<file path="config.mk">
export PLATFORM = sky130hd
export DESIGN_NAME = gpio_pair_ctl
export DESIGN_NICKNAME = d
export VERILOG_FILES = /design/src/rtl/gpio_pair_pkg.sv /design/src/rtl/gpio_line_merge.sv /design/src/rtl/gpio_slot_hit.sv /design/src/rtl/gpio_pair_ctl.sv
export SDC_FILE = /design/constraint.sdc
export NUM_CORES = 1
export LEC_CHECK = 0
export ABC_AREA = 1
export BUFFER_PORTS_ARGS = -buffer_cell sky130_fd_sc_hd__buf_2
export CORE_ASPECT_RATIO = 2
export CORE_MARGIN = 1
export CORE_UTILIZATION = 40
export CTS_CLUSTER_DIAMETER = 50
export DETAILED_ROUTE_END_ITERATION = 8
export PLACE_DENSITY = 0.67
export SLEW_MARGIN = 20
export SYNTH_ARGS = -nofsm -noshare
export SYNTH_HDL_FRONTEND = slang
export SYNTH_HIERARCHICAL = 1
export SYNTH_SLANG_ARGS = --single-unit
</file>
<file path="constraint.sdc">
create_clock -name clk -period 2.95 [get_ports clk]
set_input_delay 0.4425 -clock clk [delete_from_list [all_inputs] [get_ports clk]]
set_output_delay 0.4425 -clock clk [all_outputs]
set_load 0.03 [all_outputs]
</file>
<file path="src/rtl/gpio_pair_pkg.sv">
package gpio_pair_pkg;
    localparam int ADDR_W = 4;

    typedef enum logic [ADDR_W-1:0] {
        REG_CTL_A = 4'd0,
        REG_DAT_A = 4'd1,
        REG_CTL_B = 4'd2,
        REG_DAT_B = 4'd3,
        REG_PIC   = 4'd4,
        REG_VLD   = 4'd5
    } reg_sel_e;

    // slot k: mask for port A at MASK_BASE+2k, port B at MASK_BASE+2k+1
    localparam logic [ADDR_W-1:0] MASK_BASE = 4'd8;
endpackage

</file>
<file path="src/rtl/gpio_line_merge.sv">
module gpio_line_merge #(
    parameter int PINS = 16
) (
    input  logic [2*PINS-1:0] ctl,
    input  logic [PINS-1:0]   cpu_dat,
    input  logic [PINS-1:0]   per_dir,
    input  logic [PINS-1:0]   per_dat,
    output logic [PINS-1:0]   line
);
    for (genvar i = 0; i < PINS; i++) begin : g_pin
        logic out_en;
        logic pull_en;
        assign out_en  = ctl[2*i];
        assign pull_en = ctl[2*i+1];
        assign line[i] = (out_en & cpu_dat[i])
                       | (per_dir[i] & per_dat[i])
                       | (~(out_en | per_dir[i]) & pull_en);
    end
endmodule

</file>
<file path="src/rtl/gpio_slot_hit.sv">
module gpio_slot_hit #(
    parameter int PINS = 16
) (
    input  logic            enable,
    input  logic [PINS-1:0] mask_a,
    input  logic [PINS-1:0] mask_b,
    input  logic [PINS-1:0] chg_a,
    input  logic [PINS-1:0] chg_b,
    output logic            hit
);
    assign hit = enable & ((|(mask_a & chg_a)) | (|(mask_b & chg_b)));
endmodule

</file>
<file path="src/rtl/gpio_pair_ctl.sv">
module gpio_pair_ctl
    import gpio_pair_pkg::*;
#(
    parameter int PINS  = 16,
    parameter int NSLOT = 4
) (
    input  logic                clk,
    input  logic                rst,
    input  logic                bus_wr,
    input  logic [ADDR_W-1:0]   bus_addr,
    input  logic [2*PINS-1:0]   bus_wdata,
    output logic [2*PINS-1:0]   bus_rdata,
    input  logic [PINS-1:0]     per_dir_a,
    input  logic [PINS-1:0]     per_dat_a,
    input  logic [PINS-1:0]     per_dir_b,
    input  logic [PINS-1:0]     per_dat_b,
    output logic [PINS-1:0]     pins_a,
    output logic [PINS-1:0]     pins_b,
    output logic [NSLOT-1:0]    slot_notify
);
    localparam int CW    = 2 * PINS;
    localparam int NPORT = 2;

    typedef struct packed {
        logic [NPORT-1:0][CW-1:0]              ctl;
        logic [NPORT-1:0][PINS-1:0]            dat;
        logic [PINS-1:0]                       pic;
        logic [NSLOT-1:0]                      vld;
        logic [NSLOT-1:0][NPORT-1:0][PINS-1:0] mask;
    } state_t;

    state_t                     st_q, st_d;
    logic [NSLOT-1:0]           ntf_q, hit_d;
    logic [NPORT-1:0][PINS-1:0] per_dir_v, per_dat_v;
    logic [NPORT-1:0][PINS-1:0] line_cur, line_nxt, chg;
    logic [NSLOT-1:0]           slot_vld;

    assign per_dir_v = {per_dir_b, per_dir_a};
    assign per_dat_v = {per_dat_b, per_dat_a};
    assign slot_vld  = st_q.vld;

    // resolved level now, and the level the pending write would give
    for (genvar p = 0; p < NPORT; p++) begin : g_port
        gpio_line_merge #(.PINS(PINS)) u_cur (
            .ctl     (st_q.ctl[p]),
            .cpu_dat (st_q.dat[p]),
            .per_dir (per_dir_v[p]),
            .per_dat (per_dat_v[p]),
            .line    (line_cur[p])
        );
        gpio_line_merge #(.PINS(PINS)) u_nxt (
            .ctl     (st_d.ctl[p]),
            .cpu_dat (st_d.dat[p]),
            .per_dir (per_dir_v[p]),
            .per_dat (per_dat_v[p]),
            .line    (line_nxt[p])
        );
        assign chg[p] = line_cur[p] ^ line_nxt[p];
    end

    for (genvar k = 0; k < NSLOT; k++) begin : g_slot
        gpio_slot_hit #(.PINS(PINS)) u_hit (
            .enable (st_q.vld[k]),
            .mask_a (st_q.mask[k][0]),
            .mask_b (st_q.mask[k][1]),
            .chg_a  (chg[0]),
            .chg_b  (chg[1]),
            .hit    (hit_d[k])
        );
    end

    always_comb begin
        st_d = st_q;
        if (bus_wr) begin
            case (bus_addr)
                REG_CTL_A: st_d.ctl[0] = bus_wdata;
                REG_DAT_A: st_d.dat[0] = bus_wdata[PINS-1:0];
                REG_CTL_B: st_d.ctl[1] = bus_wdata;
                REG_DAT_B: st_d.dat[1] = bus_wdata[PINS-1:0];
                REG_PIC:   st_d.pic    = bus_wdata[PINS-1:0];
                REG_VLD:   st_d.vld    = bus_wdata[NSLOT-1:0];
                default: begin
                    for (int k = 0; k < NSLOT; k++) begin
                        for (int p = 0; p < NPORT; p++) begin
                            if (bus_addr == MASK_BASE + ADDR_W'(2*k + p))
                                st_d.mask[k][p] = bus_wdata[PINS-1:0];
                        end
                    end
                end
            endcase
        end
    end

    always_comb begin
        bus_rdata = '0;
        case (bus_addr)
            REG_CTL_A: bus_rdata = st_q.ctl[0];
            REG_DAT_A: bus_rdata = CW'(line_cur[0]);
            REG_CTL_B: bus_rdata = st_q.ctl[1];
            REG_DAT_B: bus_rdata = CW'(line_cur[1]);
            REG_PIC:   bus_rdata = CW'(st_q.pic);
            REG_VLD:   bus_rdata = CW'(st_q.vld);
            default: begin
                for (int k = 0; k < NSLOT; k++) begin
                    for (int p = 0; p < NPORT; p++) begin
                        if (bus_addr == MASK_BASE + ADDR_W'(2*k + p))
                            bus_rdata = CW'(st_q.mask[k][p]);
                    end
                end
            end
        endcase
    end

    always_ff @(posedge clk) begin
        if (rst) begin
            st_q  <= '0;
            ntf_q <= '0;
        end else begin
            st_q  <= st_d;
            ntf_q <= hit_d;
        end
    end

    assign pins_a      = line_cur[0];
    assign pins_b      = line_cur[1];
    assign slot_notify = ntf_q;
endmodule

</file>
==> results of run 1 <==
final timing paths:
| path | endpoint | slack, ns | depth (start not counted) |
|---|---|---|---|
| max reg2reg | slot_notify[0] | 0.67 | 15 |
| min | st_q[145] | 0.17 | 3 |
| max | bus_rdata[6] | 0.10 | 10 |
| min reg2reg | st_q[132] | 0.46 | 2 |
flip-flops by register name, summed over array words and instances, names as in the netlist:
signal and count:
slot_notify 4, slot_vld 4, st_q 240
final cells by class:
| type | instances | area [um2] |
|---|---|---|
| fill | 3655 | 18000 |
| tap | 450 | 563 |
| antenna | 5 | 12.5 |
| clock buffer | 36 | 729 |
| sequential | 248 | 4960 |
| multi-input combinational | 1667 | 7870 |
| inverter | 293 | 1100 |
| timing repair buffer | 320 | 2220 |
| clock inverter | 11 | 86.3 |
worst min-delay path: cells and delay by family:
family / cells / cell delay [ns]
buffers and inverters: 1 / 0.10
AND/OR/NAND/NOR: 1 / 0.09
AO/OA/AOI/OAI: 1 / 0.05
metrics by stage:
step                      hold slack (ns)  TNS [ns]  power [mW]  std cells  util [%]
after floorplan                     0.434         0        4.16       2330         -
after global placement              0.448     -1.12        4.75       2978      47.0
after detailed placement            0.454     -1.08        4.76       2978      47.0
after CTS                           0.163         0        8.03       3025      49.2
after global routing                0.176         0        8.25       3030      49.3
final                               0.175         0        8.02       3030      49.3
cell families after synthesis:
| kind of cell | share of synthesized area, % |
|---|---|
| AOI/OAI and AO/OA | 18.0 |
| buffers and inverters | 11.2 |
| and+or+nand+nor | 34.4 |
| xor gates and xnor gates | 1.95 |
| DFF | 34.5 |
report_power, final:
part / switching (mW) / leakage, nW / internal, mW
clock: 1.49 / 0.411 / 1.82
combinational: 0.865 / 6.09 / 0.392
sequential: 0.0451 / 2.00 / 3.41
total: 2.40 / 8.51 / 5.62
cell usage in the layout, fill, tap and decap left out, types with 30 or more instances in the layout:
master and count:
xor2_1 30, nand2_1 738, nor2_1 330, a211oi_1 205, buf_4 131, a21oi_1 156, nand3_1 60, dfxtp_1 248
or2_2 54, buf_2 169, inv_1 279
routing by layer:
metal	GRT usage, %	wire (um)	part of all wire [%]
met4	36.7	7870	13
met5	0	0	0
met2	57.7	30400	49
met1	32.7	20700	33
met3	4.71	3280	5.3
==> results.ini, run 1 <==
[status]
status = finished clean

[global_route]
antenna_found_initial = 5
grt_pass1_wl_um = 92300
first_global_vias = 15879
grt_use_total_pct = 33.8
overflow = 0
grt_max_degree = 58

[die]
die_h_um = 270
die_x_um = 136
die-area_um2 = 36800
row_count = 98
pin_count = 171
initial_utilization_pct = 40.5
core_um2 = 35600

[critical_path]
cpPeakStageDelay_ns = 0.73
startpoint = bus_addr[3]
r2r-start = st_q[226]
end_kind = output port
crit_slowest_cell = o21ai_0
critPathLaunchType = input pin
setup.worst_path.class = input pin to output port
critical_path_required_ns = 2.51
worst-path-buf-inv = 5
path_cells = buf_2 -> inv_2 -> nand2_1 -> inv_1 -> nand2_1 -> buf_4 -> o21ai_0 -> nor2_1 -> nand4_1 -> buf_2
worst-path-max-fanout = 29
worstPathArrival_ns = 2.41
path_delay_family = compound AO/OA/AOI/OAI gates

[clocking]
cts-root-buf = clkbuf_16
clock_sinks = 248
cts.reportedPaths.clkPinSlew_ns = 0.07
cts_setup_buffers = 0
ctsLongestPathBuffers = 3
worstSkewPairLatency_ns = 0.56
hold_buffers = 0
cts_resized = 0
numCtsBuffers = 26
h-tree-depth = 1
tritoncts = done

[cells_and_area]
final_area_um2 = 17500
num-nets-final = 2659
drive_above_1_share_pct = 17.3
syn_to_final_growth_pct = 21.8

[logic_synthesis]
syn_nets = 2433
yosys_register_bits = 248
yosys-top-cells-area = dfxtp_1 34%, nand2_1 19%, a211oi_1 11%, nor2_1 8.6%, inv_1 7.3%
synth_commonest_cells = 738 x nand2_1, 331 x nor2_1, 279 x inv_1
synth_edf_count = 0
synth_top_area_share_pct = 34.5
synthFlopType = dfxtp_1
netlist_instances = 2330
synth_warnings = 6
synth_top_area_cell = dfxtp_1
synthDistinctLibCells = 24
synth.cell_area_um2 = 14400
yosysSeqAreaShare_pct = 34.5
avgSynthCellArea_um2 = 6.18
async_flop_share_pct = 0
synth_most_common_cell = nand2_1

[placement]
place.gp.congestion = 1.03
place_area_um2 = 16700
io_buffer_count = 170
dpl.hpwl_um = 47800
pre_cts_ws_ns = -0.295

[timing]
max-slew-margin-rel_pct = 41.0
period_minus_slack_ns = 2.85
fin_crit_sh_pct = 96.5
worstMarginPinSlew_ns = 0.875
fin_worst_skew_ns = 0.0101
worst_slack_ns = 0.102
rsz0062_at_grt = false
final_hold_viol_count = 0
max_freq_mhz = 351
setup-violations-final = 0
finalMaxSlewViolations = 0

[route]
drc = 0
avgRoutedWirePerCell_um = 20.5
detail_route.iter0.violations = 1216
ant_nets = 0
vias = 16184
drt-total-wl_um = 62200
drtPass1Iterations = 5
routed_via_density = 5.34

[run]
drv_cap = 0

[power_and_ir_drop]
p_per_area_nw_per_um2 = 457
ir_worst_vdd_mv = 0.458
power.leakage_nw = 8.51

[min_path]
hold_start = bus_wdata[13]
min_path_type = input pin to flip-flop

(Power assumes the default switching activity.)
==> inputs of run 2 (changes only) <==
--- a/config.mk
+++ b/config.mk
@@ -6,7 +6,7 @@
 export NUM_CORES = 1
 export LEC_CHECK = 0
 export ABC_AREA = 1
-export BUFFER_PORTS_ARGS = -buffer_cell sky130_fd_sc_hd__buf_2
+export BUFFER_PORTS_ARGS = -buffer_cell sky130_fd_sc_hd__buf_4
 export CORE_ASPECT_RATIO = 2
 export CORE_MARGIN = 1
 export CORE_UTILIZATION = 40
==> run 2 against run 1 <==
- sequential share of layout area shrank 0.66 points
- clock skew grew 0.0091 ns
- combinational power grew 4%
- utilization grew 1.2 points
- largest cell class unchanged
- largest power group is now clock
- highest routed layer unchanged
==> results.ini, run 2 (synthesized netlist as in run 1, its figures left out) <==
[timing]
worst_slack_ns = 0.159
max-slew-margin-rel_pct = 51.1
period_minus_slack_ns = 2.79
setup-violations-final = 0
final_hold_viol_count = 0
rsz0062_at_grt = false
finalMaxSlewViolations = 0
max_freq_mhz = 358
worstMarginPinSlew_ns = 0.734
hold_slack_ns = 0.172
setup_tns_ns = 0
fin_worst_skew_ns = 0.0192
fin_crit_sh_pct = 94.6

[global_route]
first_global_vias = 16033
antenna_found_initial = 1
grt_use_total_pct = 35.7
grt_max_degree = 76
grt_pass1_wl_um = 96800
overflow = 0

[die]
die_h_um = 270
core_um2 = 35600
initial_utilization_pct = 40.5
row_count = 98
pin_count = 171
die_x_um = 136
die-area_um2 = 36800

[cells_and_area]
drive_above_1_share_pct = 17.7
syn_to_final_growth_pct = 24.7
regMostFlops = st_q
layout_commonest_cell = nand2_1
num-nets-final = 2663
most-common-layout-cells = 738 x nand2_1, 329 x nor2_1, 312 x buf_4
final_area_um2 = 18000
largest_reg_flops = 240

[power_and_ir_drop]
power_frac_comb_pct = 15.9
p_per_area_nw_per_um2 = 459
share_seq_of_total_power_pct = 41.9
p_int_mw = 5.81
finalPower_mw = 8.24
ir_worst_vdd_mv = 0.451
power.leakage_nw = 8.62
p_clk_share_pct = 42.2
p_sw_mw = 2.43
switching_share_pct = 29.5

[critical_path]
critPathLaunchType = input pin
worst-path-max-fanout = 26
worstPathArrival_ns = 2.35
regToRegEndpoint = slot_notify[3]
r2r-start = st_q[234]
startpoint = bus_addr[1]
r2r_slack_ns = 0.67
setup.worst_path.class = input pin to output port
reg2regPathDepth = 17
end_kind = output port
critical_path_required_ns = 2.51

[route]
ant_nets = 0
drc = 0
drt-total-wl_um = 64800
vias = 16289
avgRoutedWirePerCell_um = 21.4
drtPass1Iterations = 5
detail_route.iter0.violations = 1228
routed_via_density = 5.38

[run]
drv_cap = 0

[min_path]
holdPathStages = 3
hold_start = bus_wdata[4]
hold_path_end = st_q[136]
min_path_type = input pin to flip-flop

[clocking]
cts.reportedPaths.clkPinSlew_ns = 0.07
h-tree-depth = 1
worstSkewPairLatency_ns = 0.57
numCtsBuffers = 26
clock_sinks = 248
tritoncts = done
ctsLongestPathBuffers = 3
cts-root-buf = clkbuf_16

[placement]
pre_cts_ws_ns = -0.461
place_area_um2 = 17000
io_buffer_count = 170
place.gp.congestion = 1.04
dpl.hpwl_um = 49700

[status]
status = finished clean

## run 2: layout make-up
type | count | area [um2]
clock buffers | 35 | 754
multi-input cells | 1667 | 7890
repair buffers | 324 | 2560
diodes | 1 | 2.50
well taps | 450 | 563
inverters | 293 | 1100
clock inverters | 11 | 120
fillers | 3687 | 17600
flip-flops and latches | 248 | 4960
## run 2: worst max path at each step
stage / end / slack [ns] / cells past startpoint
detailed placement: slot_notify[3] / -0.46 / 20
finish: bus_rdata[9] / 0.16 / 9
floorplan: slot_notify[0] / 0.44 / 20
global route: slot_notify[3] / 0.06 / 23
global placement: slot_notify[3] / -0.49 / 20
CTS: slot_notify[3] / 0.09 / 20
## run 2: what timing repair did
item,CTS,global route
endpoints found under the setup margin,0,4
setup buffers,0,0
resized for setup,0,8
hold buffers,0,0
## run 2: worst max-delay path, cell delays in order
cell,delay [ns]
buf_4,0.13
nor2_2,0.18
buf_4,0.39
nand2_1,0.11
buf_4,0.22
o211ai_1,0.33
nor2_1,0.11
nand4_1,0.21
buf_4,0.20
## run 2: per-stage QoR
stage          util, %  cells
2_1_floorplan        -   2330
3_3_place_gp      47.9   2982
3_5_place_dp      47.9   2982
4_1_cts           50.4   3028
5_1_grt           50.5   3029
6_report          50.5   3029
## run 2: power groups by stage
| stage | sequential, mW | clock [mW] | combinational [mW] |
|---|---|---|---|
| detailed placement | 3.53 | 0 | 1.28 |
| finish | 3.45 | 3.48 | 1.31 |
| global placement | 3.53 | 0 | 1.27 |
| global route | 3.46 | 3.63 | 1.39 |
| floorplan | 3.51 | 0 | 0.646 |
| CTS | 3.45 | 3.51 | 1.29 |
## run 2: routing by layer
metal,vias up,wire (um),global-route usage (%)
li1,7873,-,-
met1,7457,21700,35.3
met2,696,32500,62.3
met3,263,3170,4.13
met4,0,7380,35.0
met5,-,0,0
